File: src/rtl/irq_grp_enable_gate.sv
module irq_grp_enable_gate (
  input  logic        clk,
  input  logic        rst_n,
  input  logic        acc_valid,
  input  logic        acc_write,
  input  logic [63:0] acc_wdata,
  input  logic [1:0]  cur_level,
  input  logic        el2_present,
  input  logic        el2_wide,
  input  logic        el3_present,
  input  logic        el3_wide,
  input  logic        sysif_en1,
  input  logic        sysif_en2,
  input  logic        sysif_en3,
  input  logic        fg_rd_trap,
  input  logic        fg_wr_trap,
  input  logic        fg_gate,
  input  logic        trap_all,
  input  logic        virt_route,
  input  logic        el3_irq_route,
  input  logic        ns_sel,
  input  logic        halted,
  input  logic        sec_dbg_off,
  input  logic        dbg_prio_strap,
  output logic        res_valid,
  output logic [1:0]  res_code,
  output logic [1:0]  trap_level,
  output logic [5:0]  syn_class,
  output logic [63:0] rd_data,
  output logic        virt_we,
  output logic        virt_wbit
);
  localparam logic [1:0] RC_UNDEF = 2'd0;
  localparam logic [1:0] RC_TRAP  = 2'd1;
  localparam logic [1:0] RC_VIRT  = 2'd2;
  localparam logic [1:0] RC_REAL  = 2'd3;
  localparam logic [5:0] TRAP_CLASS = 6'h18;

  logic [1:0] bank_q;
  logic [1:0] code_d;
  logic [1:0] lvl_d;

  wire el2_a64     = el2_present & (~el3_present | ns_sel) & el2_wide;
  wire irq_to3     = el3_present & el3_wide & el3_irq_route;
  wire dbg_lock    = halted & sec_dbg_off;
  wire early_undef = dbg_lock & dbg_prio_strap & irq_to3;
  wire fg_bit      = acc_write ? fg_wr_trap : fg_rd_trap;
  wire fg_hit      = el2_a64 & (~el3_present | fg_gate) & fg_bit;
  wire bank_sel    = el3_present & ns_sel;
  wire cur_bit     = bank_q[bank_sel];

  always_comb begin
    code_d = RC_REAL;
    lvl_d  = 2'd0;
    unique case (cur_level)
      2'd0: code_d = RC_UNDEF;
      2'd1: begin
        if (early_undef)                code_d = RC_UNDEF;
        else if (!sysif_en1)            begin code_d = RC_TRAP; lvl_d = 2'd1; end
        else if (fg_hit)                begin code_d = RC_TRAP; lvl_d = 2'd2; end
        else if (el2_a64 && trap_all)   begin code_d = RC_TRAP; lvl_d = 2'd2; end
        else if (el2_a64 && virt_route) code_d = RC_VIRT;
        else if (irq_to3 && dbg_lock)   code_d = RC_UNDEF;
        else if (irq_to3)               begin code_d = RC_TRAP; lvl_d = 2'd3; end
      end
      2'd2: begin
        if (early_undef)                code_d = RC_UNDEF;
        else if (!sysif_en2)            begin code_d = RC_TRAP; lvl_d = 2'd2; end
        else if (irq_to3 && dbg_lock)   code_d = RC_UNDEF;
        else if (irq_to3)               begin code_d = RC_TRAP; lvl_d = 2'd3; end
      end
      default: begin
        if (!sysif_en3)                 begin code_d = RC_TRAP; lvl_d = 2'd3; end
      end
    endcase
  end

  wire real_wr = acc_valid & acc_write & (code_d == RC_REAL);
  wire real_rd = acc_valid & ~acc_write & (code_d == RC_REAL);
  wire virt_wr = acc_valid & acc_write & (code_d == RC_VIRT);
  wire is_trap = acc_valid & (code_d == RC_TRAP);

  always_ff @(posedge clk or negedge rst_n) begin
    if (!rst_n) begin
      bank_q     <= 2'b00;
      res_valid  <= 1'b0;
      res_code   <= RC_UNDEF;
      trap_level <= 2'd0;
      syn_class  <= 6'd0;
      rd_data    <= 64'd0;
      virt_we    <= 1'b0;
      virt_wbit  <= 1'b0;
    end else begin
      if (real_wr) bank_q[bank_sel] <= acc_wdata[0];
      res_valid  <= acc_valid;
      res_code   <= acc_valid ? code_d : RC_UNDEF;
      trap_level <= is_trap ? lvl_d : 2'd0;
      syn_class  <= is_trap ? TRAP_CLASS : 6'd0;
      rd_data    <= {63'd0, real_rd & cur_bit};
      virt_we    <= virt_wr;
      virt_wbit  <= virt_wr & acc_wdata[0];
    end
  end
endmodule

File: config.mk
export PLATFORM = sky130hd
export DESIGN_NAME = irq_grp_enable_gate
export DESIGN_NICKNAME = d
export VERILOG_FILES = /design/src/rtl/irq_grp_enable_gate.sv
export SDC_FILE = /design/constraint.sdc
export NUM_CORES = 1
export LEC_CHECK = 0
export BUFFER_PORTS_ARGS = -buffer_cell sky130_fd_sc_hd__buf_2
export CORE_ASPECT_RATIO = 0.75
export CORE_UTILIZATION = 31
export DETAILED_ROUTE_END_ITERATION = 10
export GPL_TIMING_DRIVEN = 0
export PLACE_DENSITY = 0.81
export SYNTH_ARGS = -nofsm -noshare
export SYNTH_HDL_FRONTEND = slang
export SYNTH_SLANG_ARGS = --single-unit
File: constraint.sdc
create_clock -name clk -period 0.8 [get_ports clk]
set_input_delay 0.12 -clock clk [delete_from_list [all_inputs] [get_ports clk]]
set_output_delay 0.12 -clock clk [all_outputs]
set_load 0.01 [all_outputs]
### Word level (Yosys, flattened, before mapping)

Cells that the tools add are included.

| word-level totals | value |
|---|---|
| register bits after elaboration | 15 |
| output and inout port bits | 77 |

| operators by class | value |
|---|---|
| mux-type cells | 31 |
| equal/unequal tests | 5 |
| bitwise operators | 22 |
| $lt $le $gt $ge | 2 |
| reduce and logical (&&, ||, !) cells | 5 |

Operators by type and width:

| kind | number |
|---|---|
| two-way mux 2 bit | 22 |
| bitwise AND 1 bit | 18 |
| case mux 2 bit (3 select lines) | 2 |
| == test 2 bit, second input constant | 3 |
| two-way mux 5 bit | 1 |
| == test 2 x 1 -> 1 bit, second input constant | 2 |
| logical AND 1 bit | 4 |
| two-way mux 1 bit | 4 |
| bitwise mux 2 bit | 1 |
| zero test 2 bit | 1 |
| less-than comparator 1 x 2 -> 1 bit, second input constant | 1 |
| NOT 1 bit | 2 |
| OR 1 bit | 2 |
| demux 1 bit (select 1 bit) | 1 |
| greater-or-equal comparator 1 bit, second input constant | 1 |

### Logic depth before layout (Yosys ltp)

| logic depth | value |
|---|---|
| word-level depth | 14 |
| gate-level depth with buffers | 6 |

### Worst setup path after synthesis

No wires, ideal clock.

| timing | value |
|---|---|
| path type | input -> register |
| start point | input el3_wide |
| end point | register bank_q[1] |
| arrival | 1456 ps |
| slack | -783 ps |
| setup time | 128 ps |
| stages on the path | 6 |
| cell sequence | and3_1 > buf_6 > a41oi_4 > a32oi_4 > nor4b_2 > mux2_1 |

| between the ends | value |
|---|---|
| longest elaborated chain between the ends | 12 |
| elaborated cells between the ends (all ways) | 16 |
| classes of those cells | 1 x eq/ne; 10 x mux; 4 x bitwise; 1 x reduce/logical |

Ends and longest elaborated chain:

| element | RTL line | RTL |
|---|---|---|
| start, declared | 11 | `input logic el3_wide,` |
| bitwise AND 1 bit (*) (2 in series) | 44 | `wire irq_to3 = el3_present & el3_wide & el3_irq_route;` |
| two-way mux 2 bit / logical AND 1 bit (equally long branches) | n/a |  |
| two-way mux 2 bit | 63 | `else if (irq_to3 && dbg_lock) code_d = RC_UNDEF;` |
| two-way mux 2 bit | 62 | `else if (el2_a64 && virt_route) code_d = RC_VIRT;` |
| two-way mux 2 bit | 61 | `else if (el2_a64 && trap_all) begin code_d = RC_TRAP; lvl_d = 2'd2; end` |
| two-way mux 2 bit | 60 | `else if (fg_hit) begin code_d = RC_TRAP; lvl_d = 2'd2; end` |
| two-way mux 2 bit | 59 | `else if (!sysif_en1) begin code_d = RC_TRAP; lvl_d = 2'd1; end` |
| two-way mux 2 bit | 58 | `if (early_undef) code_d = RC_UNDEF;` |
| case mux 2 bit (3 select lines) (*) | 55 | `unique case (cur_level)` |
| == test 2 bit (*) | 78 | `wire real_wr = acc_valid & acc_write & (code_d == RC_REAL);` |
| bitwise AND 1 bit (*) | 78 |  |
| end signal, assigned by index | 94 | `if (real_wr) bank_q[bank_sel] <= acc_wdata[0];` |
| end, declared | 39 | `logic [1:0] bank_q;` |

Every way passes the cells marked *; elsewhere a longest branch is shown, timed or not.
A chain may end at the register's enable or synchronous reset.

### Final worst setup path

| timing | value |
|---|---|
| start point | input acc_write |
| end point | register bank_q[1] |

| between the ends | value |
|---|---|
| longest elaborated chain between the ends | 8 |
| elaborated cells between the ends (all ways) | 9 |
| classes of those cells | 1 x eq/ne; 5 x mux; 3 x bitwise |

Ends and longest elaborated chain:

| element | RTL line | RTL |
|---|---|---|
| start, declared | 5 | `input logic acc_write,` |
| two-way mux 1 bit | 47 | `wire fg_bit = acc_write ? fg_wr_trap : fg_rd_trap;` |
| bitwise AND 1 bit | 48 | `wire fg_hit = el2_a64 & (~el3_present \| fg_gate) & fg_bit;` |
| two-way mux 2 bit | 60 |  |
| two-way mux 2 bit | 59 |  |
| two-way mux 2 bit | 58 |  |
| case mux 2 bit (3 select lines) | 55 |  |
| == test 2 bit | 78 |  |
| bitwise AND 1 bit (*) | 78 |  |

Marked as above.

==> metrics.md <==
| Metric | Value |
|---|---|
| Post-Synth Adder-Cell Area | `0%` |
| Hold Fails Final Rpt | `0` |
| Die ar. | `0.00408 mm^2` |
| R2R cell count | `1` |
| Clock network power share | `27.4%` |
| Chip Width | `73.4 um` |
| CTS H-Tree Depth | `1` |
| Sequential fraction of the synthesis area | `23.2%` |
| Final-report setup violation count | `20` |
| Clock-pin slew on the worst setup and hold paths | `50 ps` |
| Pre-CTS setup slack | `-950 ps` |
| Most frequent cells in the layout | `buf_4 (74), conb_1 (67), buf_2 (27), dfrtp_1 (11), nand2_1 (6)` |
| Met2 WL | `1120 um` |
| Simple-Gate Fraction of Synth Area | `12.4%` |
| Placeable Area | `0.00366 mm^2` |
| Outcome | `finished with violations` |
| Syn. warnings | `0` |
| Seq cells post-synth | `11` |
| Die height | `55.6 um` |
| Number of flops mapped to enable cells by yosys | `0` |
| Syn Inst Count | `133` |
| Critical path type | `in2reg` |
| Initial Utilization | `32.4%` |
| Hold path cells | `1` |
| HP Start | `acc_valid` |
| Register area | `275 um^2` |
| Detailed-router iteration count before antenna repair | `3` |
| Max Used Layer | `met4` |
| Power density over the cells | `1070 mW/mm^2` |
| Slowest CP cell | `a221o_1` |
| Mapped Area | `0.00119 mm^2` |
| Layout area overhead | `55.4%` |
| FF-to-FF setup slack | `30 ps` |
| Synth cell types | `31` |
| Leak pwr | `1.11 nW` |
| Placed cells | `284` |
| Main combinational cell family by area after synthesis | `buffers and inverters` |
| Total Power | `1.97 mW` |
| Switch share | `30.2%` |
| Multi-input gate area | `671 um^2` |
| Mux share of post-synthesis cell area | `3.59%` |
| Sw Pwr | `0.596 mW` |
| Seq pwr share | `31.8%` |
| CTS tree | `built` |
| Final Cycle Share | `171%` |
| Reg2reg start | `bank_q[0]` |
| Final instance area | `0.00184 mm^2` |
| Bufs and invs on worst path | `1` |
| Final Worst Setup Slack | `-572 ps` |
| Area post-placement | `0.00169 mm^2` |
| Pin count of the biggest net entering global routing | `12` |
| Root buffer cell | `clkbuf_8` |
| Most common cell after layout, fill and taps aside | `buf_4` |
| Maximum vdd ir drop | `0.501 mV` |
| Routed WL | `2320 um` |
| # rows | `19` |
| Hold/Removal Path Class | `in2reg` |
| Nets | `330` |
| CP startpoint kind | `primary input` |
| Remaining DRCs | `0` |
| First-pass GRT wire length | `3360 um` |
| Non-Filler Instances | `294` |
| Max-slew violation count | `0` |
| MaxCap Viol Count | `0` |
| N_diodes | `0` |
| Clk_skew | `3.84 ps` |
| XOR/XNOR Fraction of Synth Area | `0%` |
| Worst Hold End | `res_valid` |
| FILL cells | `356` |
| Synth Flop Type | `dfrtp_1` |
| DRT antenna net count | `0` |
| Max Root-Sink Buffers | `2` |
| Mapped Avg Cell Area | `8.92 um^2` |
| Vias in the first global route | `800` |
| Remaining global-route overflow | `0` |
| CP Capture Type | `register` |
| Clk_lat worst skew | `230 ps` |
| Failing checks | `setup timing` |
| Number of buffers created by CTS | `3` |
| FF-to-FF End | `bank_q[0]` |
| P_int | `1.38 mW` |
| Async SR Flop Fraction | `100%` |
| Top Ports | `164` |
| Post-synthesis compound-gate area fraction | `15.2%` |
| Combinational power share | `40.9%` |
| CP Max Fanout | `4` |
| Family with the most delay on the worst path | `compound AO/OA/AOI/OAI gates` |
| CP max stage delay | `380 ps` |
| Via count | `1020` |
| DR iter-0 viols | `41` |
| Sink Count | `11` |
| Share of cells above drive strength 1 | `50.8%` |
| Tmin final | `1370 ps` |
| Vias per Instance | `3.47` |
| Initial antenna violation count | `0` |
| Fin Hold WS | `73.4 ps` |
| All-layer global routing usage | `10.5%` |
| Placer Congestion | `0.771` |
| Half-perimeter wire length after placement | `1960 um` |
| Wl on met1 | `884 um` |
| RSZ-0062 raised after global routing | `yes` |
| Metal3 WL | `281 um` |
| Max Freq | `729 MHz` |
| Setup TNS | `-4880 ps` |
| CP arrival | `1480 ps` |
| WL/cell | `7.89 um` |
| Final design utilization | `50.3%` |
| CP required | `910 ps` |
| CP cell instances | `buf_8 -> mux2i_2 -> a221o_1 -> a32oi_4 -> nor4b_2 -> mux2_1` |
| Port Buf Inserts | `33` |
power by group through the flow:
| stage | registers (mW) | clock network [mW] | logic, mW |
|---|---|---|---|
| after floorplan | 0.642 | 0 | 0.551 |
| after global placement | 0.630 | 0 | 0.705 |
| after detailed placement | 0.634 | 0 | 0.714 |
| after CTS | 0.626 | 0.546 | 0.764 |
| after global routing | 0.631 | 0.568 | 0.881 |
| final | 0.627 | 0.540 | 0.807 |
cell families (layout without fill, tap and decap cells):
logic type      Yosys count  count (layout)
other cells               1              67
buf+inv                  73             116
simple gates             23              23
mux                       4               4
flops                    11              11
compound gates           21              21
state kept, by name, summed over array words and instances (netlist names):
name / cells
rd_data: 1
res_code: 2
bank_q: 2
virt_wbit: 1
res_valid: 1
trap_level: 2
syn_class: 1
virt_we: 1
metal layers:
layer  vias to the layer above  global-route usage (%)
li1                        532                       -
met1                       428                    11.6
met2                        56                    18.7
met3                         4                    3.26
met4                         0                    4.12
met5                         -                       0
how the worst max path moves through the flow:
stage,start,to,cells after the start
CTS,el3_present,bank_q[1],7
global route,acc_write,bank_q[0],6
floorplan,el3_wide,bank_q[0],6
finish,acc_write,bank_q[1],6
global placement,acc_write,bank_q[0],6
detailed placement,acc_write,bank_q[0],6
final cells by class:
type                            count  share of cell area, %
Sequential cell                    11                   14.9
Clock buffer                        4                   2.44
Inverter                            4                  0.815
Timing Repair Buffer               40                   14.0
Buffer                             68                   27.9
Tap cell                           52                   3.53
Multi-Input combinational cell    115                   36.4
cells in the mapped netlist, types with 2 or more instances:
library cell	number	share of area, %
mux2_1	2	1.9
nand2b_1	2	1.1
nor2b_1	3	1.6
buf_4	68	43
nand2_1	7	2.2
inv_1	4	1.3
o21ai_0	5	2.1
a21oi_1	4	1.7
mux2i_1	2	1.7
dfrtp_1	11	23
nand3_1	2	0.84
and3_1	2	1.1
o211ai_1	2	1.3
o22a_1	2	1.5
what timing repair did:
action | CTS | global route
buffers inserted | 2 | 4
gates resized for setup | 9 | 5
setup endpoints to repair | 20 | 20
hold buffers | 1 | 0
endpoints found under the hold margin | 11 | 0
pin swaps | 6 | 6
Power figures use the tool's default switching activity.
